--- src/rtl/sdram_burst_seq.sv ---
module sdram_burst_seq #(
  parameter int ADDR_W    = 12,
  parameter int COL_W     = 8,
  parameter int DATA_W    = 16,
  parameter int BURST     = 8,
  parameter int NBURST    = 4,
  parameter int TRCD      = 3,
  parameter int CAS_LAT   = 3,
  parameter int TRP       = 3,
  parameter int INIT_WAIT = 8,
  parameter int MRD_WAIT  = 2
) (
  input  logic              clk,
  input  logic              rst_n,
  input  logic              req_valid,
  input  logic              req_write,
  input  logic [ADDR_W-1:0] req_row,
  input  logic [COL_W-1:0]  req_col,
  output logic              req_ready,
  input  logic [DATA_W-1:0] wr_data,
  output logic              wr_ready,
  output logic              rd_valid,
  output logic [DATA_W-1:0] rd_data,
  output logic              done,
  output logic              sd_cs_n,
  output logic              sd_ras_n,
  output logic              sd_cas_n,
  output logic              sd_we_n,
  output logic [ADDR_W-1:0] sd_addr,
  output logic              sd_dq_oe,
  output logic [DATA_W-1:0] sd_dq_out,
  input  logic [DATA_W-1:0] sd_dq_in
);
  localparam int XFER_LEN = BURST * NBURST;
  localparam int BL_CODE  = $clog2(BURST);
  localparam int CNT_W    = $clog2(INIT_WAIT + MRD_WAIT + TRCD + XFER_LEN + TRP + CAS_LAT + 2);
  localparam logic [ADDR_W-1:0] MODE_WORD = ADDR_W'({3'(CAS_LAT), 1'b0, 3'(BL_CODE)});

  typedef enum logic [2:0] {S_INIT, S_MRS, S_MRD, S_IDLE, S_ACT, S_RCD, S_XFER, S_PRE} st_t;

  st_t               st;
  logic [CNT_W-1:0]  cnt;
  logic              wr_q;
  logic [ADDR_W-1:0] row_q;
  logic [COL_W-1:0]  col_q;
  logic [CAS_LAT-1:0] pb, pl;
  logic              rl_q;

  wire in_x        = (st == S_XFER);
  wire strobe      = in_x && (cnt[BL_CODE-1:0] == '0);
  wire last_beat   = in_x && (cnt == CNT_W'(XFER_LEN - 1));
  wire last_strobe = in_x && (cnt == CNT_W'(XFER_LEN - BURST));
  wire rd_beat     = in_x && !wr_q;
  wire [COL_W-1:0] col_now = col_q + COL_W'(cnt);

  always_ff @(posedge clk or negedge rst_n) begin
    if (!rst_n) begin
      st    <= S_INIT;
      cnt   <= '0;
      wr_q  <= 1'b0;
      row_q <= '0;
      col_q <= '0;
    end else begin
      unique case (st)
        S_INIT: if (cnt == CNT_W'(INIT_WAIT - 1)) begin st <= S_MRS; cnt <= '0; end
                else cnt <= cnt + 1'b1;
        S_MRS:  begin st <= S_MRD; cnt <= '0; end
        S_MRD:  if (cnt == CNT_W'(MRD_WAIT - 1)) begin st <= S_IDLE; cnt <= '0; end
                else cnt <= cnt + 1'b1;
        S_IDLE: if (req_valid) begin
                  st    <= S_ACT;
                  wr_q  <= req_write;
                  row_q <= req_row;
                  col_q <= req_col;
                end
        S_ACT:  begin st <= S_RCD; cnt <= '0; end
        S_RCD:  if (cnt == CNT_W'(TRCD - 2)) begin st <= S_XFER; cnt <= '0; end
                else cnt <= cnt + 1'b1;
        S_XFER: if (last_beat) begin st <= S_PRE; cnt <= '0; end
                else cnt <= cnt + 1'b1;
        S_PRE:  if (cnt >= CNT_W'(TRP - 1) && pb == '0) begin st <= S_IDLE; cnt <= '0; end
                else cnt <= cnt + 1'b1;
        default: st <= S_INIT;
      endcase
    end
  end

  always_ff @(posedge clk or negedge rst_n) begin
    if (!rst_n) begin
      pb       <= '0;
      pl       <= '0;
      rl_q     <= 1'b0;
      rd_valid <= 1'b0;
      rd_data  <= '0;
      done     <= 1'b0;
    end else begin
      pb       <= (pb << 1) | CAS_LAT'(rd_beat);
      pl       <= (pl << 1) | CAS_LAT'(rd_beat && last_beat);
      rd_valid <= pb[CAS_LAT-1];
      rl_q     <= pl[CAS_LAT-1];
      if (pb[CAS_LAT-1]) rd_data <= sd_dq_in;
      done     <= (last_beat && wr_q) || rl_q;
    end
  end

  assign req_ready = (st == S_IDLE);
  assign wr_ready  = in_x && wr_q;
  assign sd_dq_oe  = in_x && wr_q;
  assign sd_dq_out = wr_data;
  assign sd_cs_n   = (st == S_INIT);
  assign sd_ras_n  = !(st == S_MRS || st == S_ACT);
  assign sd_cas_n  = !(st == S_MRS || strobe);
  assign sd_we_n   = !(st == S_MRS || (strobe && wr_q));

  always_comb begin
    sd_addr = '0;
    unique case (st)
      S_MRS:  sd_addr = MODE_WORD;
      S_ACT:  sd_addr = row_q;
      S_XFER: begin
        sd_addr[COL_W-1:0] = col_now;
        sd_addr[10]        = last_strobe;
      end
      default: sd_addr = '0;
    endcase
  end

  AST_CS_STAYS_LOW: assert property (@(posedge clk) disable iff (!rst_n) !sd_cs_n |=> !sd_cs_n);
  AST_ACT_THEN_NOP: assert property (@(posedge clk) disable iff (!rst_n) (!sd_ras_n && sd_cas_n) |=> (sd_ras_n && sd_cas_n));
  AST_STROBE_GAP: assert property (@(posedge clk) disable iff (!rst_n) (sd_ras_n && !sd_cas_n) |=> sd_cas_n);
  AST_OE_NO_ROW_CMD: assert property (@(posedge clk) disable iff (!rst_n) sd_dq_oe |-> (sd_ras_n && !sd_cs_n));
  AST_READY_QUIET: assert property (@(posedge clk) disable iff (!rst_n) req_ready |-> (!sd_dq_oe && sd_cas_n && !wr_ready));
  AST_DONE_SINGLE: assert property (@(posedge clk) disable iff (!rst_n) done |=> !done);
endmodule

--- config.mk ---
export PLATFORM = sky130hd
export DESIGN_NAME = sdram_burst_seq
export DESIGN_NICKNAME = d
export VERILOG_FILES = /design/src/rtl/sdram_burst_seq.sv
export SDC_FILE = /design/constraint.sdc
export NUM_CORES = 1
export LEC_CHECK = 0
export ABC_CLOCK_PERIOD_IN_PS = 3800
export BUFFER_PORTS_ARGS = -buffer_cell sky130_fd_sc_hd__buf_4
export CAP_MARGIN = 20
export CORE_MARGIN = 5
export CORE_UTILIZATION = 40
export DETAILED_ROUTE_END_ITERATION = 8
export GPL_ROUTABILITY_DRIVEN = 0
export GPL_TIMING_DRIVEN = 0
export PLACE_DENSITY = 0.71
export SYNTH_ARGS = -nofsm -noshare
export SYNTH_HDL_FRONTEND = slang
export SYNTH_SLANG_ARGS = --single-unit
--- constraint.sdc ---
create_clock -name clk -period 3.8 [get_ports clk]
set_input_delay 0.38 -clock clk [delete_from_list [all_inputs] [get_ports clk]]
set_output_delay 0.38 -clock clk [all_outputs]
set_load 0.03 [all_outputs]
==> metrics.csv <==
metric,value,unit
worst flop-to-flop path endpoint,cnt[3]$_DFFE_PN0P_,
total CTS buffers,5,
Synth top cells by count,"55 x dfrtp_1, 35 x mux2_2, 18 x buf_4",
I/O Buffers,92,
Final ANT Viol Nets,0,
Worst Hold Class,input port to asynchronous set/reset pin,
synth top area cells,"dfrtp_1 49%, mux2_2 14%, buf_4 4.8%",
"Max FO, Critical Path",7,
Peak Freq,0.350,GHz
clock sink total,55,
grt ovf,0,
DR pass1 iterations,4,
area of the mapped netlist,2840,um^2
"area leader, netlist",dfrtp_1,
Routed wire per std cell,14.9,um
Initial Util,41.5,%
max-slew violation count,0,
floorplan die height,94.2,um
crit path cell chain,"ha_1, fa_1, a21oi_1, o21ai_0, a21oi_1, xor2_1, o21ai_0, buf_4",
n_diodes,0,
WL final,6620,um
relative slew slack,54.1,%
TritonCTS clock tree,yes,
# rows,30,
Root Driver,clkbuf_8,
Period minus WS final,2.86,ns
gr usage total,15.3,%
ys flop type,dfrtp_1,
worst r2r path cells,6,
io pins,109,
Post-CTS Setup Bufs,0,
# setup viols final,0,
largest net degree at the start of global routing,56,
H-tree levels,2,
Power per Cell Area,835,nW/um^2
family with the most delay on the worst path,adder cells,
CTS Buffer Depth,2,
Setup Crit Path Kind,flop to output pin,
r2r startpoint,cnt[1]$_DFFE_PN0P_,
WP data arrival,2.48,ns
CTS hold repair buffers,0,
Worst R2R Setup Slack,1.72,ns
status,completed,
Mapped Avg Cell Area,11.4,um^2
number of global-route vias before repair,2220,
slowest CP cell,dfrtp_1,
die area,8880,um^2
Startpoint Class,flop,
most numerous cell in the Yosys netlist,dfrtp_1,
"FF+latch count, synth",55,
post-cts sizing count,0,
setup_tns,0,ns
max incr delay on CP,0.48,ns
DRC viols,0,
unrepaired setup endpoints after global routing,false,
share of flip-flops with an asynchronous set or reset,100,%
area growth from synthesis to final layout,32.5,%
clk_skew,0.0104,ns
WHS,0.0885,ns
Clock Latency Late Sink,0.32,ns
clock transition at the registers of the reported paths,0.10,ns
number of antenna violations at the first check in global routing,0,
Netlist cell types,46,
measured slew at the worst slew-check pin,0.688,ns
final hold vios,0,
leakage,1.84,nW
worst ir drop on vdd,0.359,mV
total core area,6830,um^2
Die W,94.2,um
YS warnings,0,
first-pass GRT wire length,10800,um
"Seq/Total Area, Yosys",48.5,%
maxcap violations,0,
share of cells above drive strength 1,47.0,%
Post-Synthesis Cells,249,
HPWL Detailed,5180,um
Yosys top cell area share,48.5,%
1st-iter DRT viols,101,
via count,2194,
Final Cycle Share,75.1,%
"EDFF count, synth",0,
synthesized net count,316,
Via density,4.93,
fin nets,415,
crit path capture type,output pin,
Worst EP required,3.42,ns
CP bufs+invs,1,
-- where the power goes --
group          total (W)  switching, W  internal, W
Sequential      0.000993      0.000160     0.000833
Combinational    0.00175      0.000990     0.000762
Clock           0.000395      0.000196     0.000199
Total            0.00314       0.00134      0.00179
-- logic make-up (layout without fill, tap and decap cells) --
| group | after synthesis | after routing | synth area share (%) |
|---|---|---|---|
| and+or+nand+nor | 65 | 65 | 11.9 |
| DFF | 55 | 55 | 48.5 |
| muxes | 41 | 41 | 16.1 |
| AOI/OAI and AO/OA | 35 | 35 | 8.60 |
| buffers and inverters | 35 | 135 | 7.67 |
| adders and majority gates | 11 | 11 | 5.11 |
| xor gates and xnor gates | 7 | 7 | 2.16 |
-- per-layer routing --
| layer | up-vias | GRT usage [%] | share of wire, % |
|---|---|---|---|
| met5 | - | 0 | 0 |
| met1 | 1059 | 19.2 | 41 |
| met3 | 10 | 3.93 | 7.4 |
| met2 | 69 | 25.9 | 50 |
| met4 | 0 | 4.69 | 1.6 |
| li1 | 1056 | - | - |
-- cell usage in the layout, fill, tap and decap left out, drive strengths merged, types with 2 or more instances in the layout --
master	netlist	routed
xor2	4	4
a21oi	10	10
nor3	6	6
mux2	37	37
nor2	18	18
inv	7	8
o21ai	9	9
mux2i	4	4
a2111oi	3	3
nand2	17	17
and3	4	4
nand3b	2	2
a21o	3	3
o41ai	2	2
ha	10	10
buf	25	117
nand4	2	2
a211oi	3	3
nand3	4	4
nor4	2	2
dfrtp	55	55
xnor2	3	3
clkbuf	2	8
or2	2	2
nor3b	2	2
-- stage by stage --
stage / cell area [um^2] / std cells / total power [W] / utilization, % / setup slack, ns
after global placement: 3650 / 437 / 0.00272 / 53.4 / 1.32
after floorplan: 2840 / 249 / 0.00221 / - / 1.18
after CTS: 3760 / 445 / 0.00317 / 55.0 / 0.951
after global routing: 3760 / 445 / 0.00336 / 55.0 / 0.760
final: 3760 / 445 / 0.00314 / 55.0 / 0.945
after detailed placement: 3650 / 437 / 0.00277 / 53.4 / 1.31
-- registers in the layout (all words and copies together), names as in the netlist --
register	flops
rl_q	1
wr_q	1
row_q	12
rd_valid	1
cnt	6
rd_data	16
pl	3
st	3
col_q	8
done	1
pb	3
-- worst reg2reg max path, stage by stage (launching register included) --
cell and delay [ns]:
dfrtp_1 0.54, ha_1 0.27, nand3b_1 0.14, nor3_1 0.26, nor4b_1 0.50, or3_2 0.21
a21oi_1 0.05
-- area by class of cell --
type	instances	area, um^2
repair buffers	92	691
well taps	96	120
clock buffers	6	72.6
fillers	626	3070
flip-flops and latches	55	1380
inverters	8	30.0
plain buffers	27	188
clock inverters	2	38.8
multi-input cells	159	1240
-- worst max-delay path by stage --
stage                        from         end  slack, ns  cells after the start
3_5_place_dp   cnt[0]$_DFFE_PN0P_  sd_addr[6]       1.31                      8
4_1_cts        cnt[0]$_DFFE_PN0P_  sd_addr[6]       0.95                      8
2_1_floorplan  cnt[0]$_DFFE_PN0P_  sd_addr[6]       1.18                      7
5_1_grt        cnt[0]$_DFFE_PN0P_  sd_addr[6]       0.76                      8
6_report       cnt[0]$_DFFE_PN0P_  sd_addr[6]       0.94                      8
3_3_place_gp   cnt[0]$_DFFE_PN0P_  sd_addr[6]       1.32                      8
Note: power is estimated with default switching activity, not from simulation.
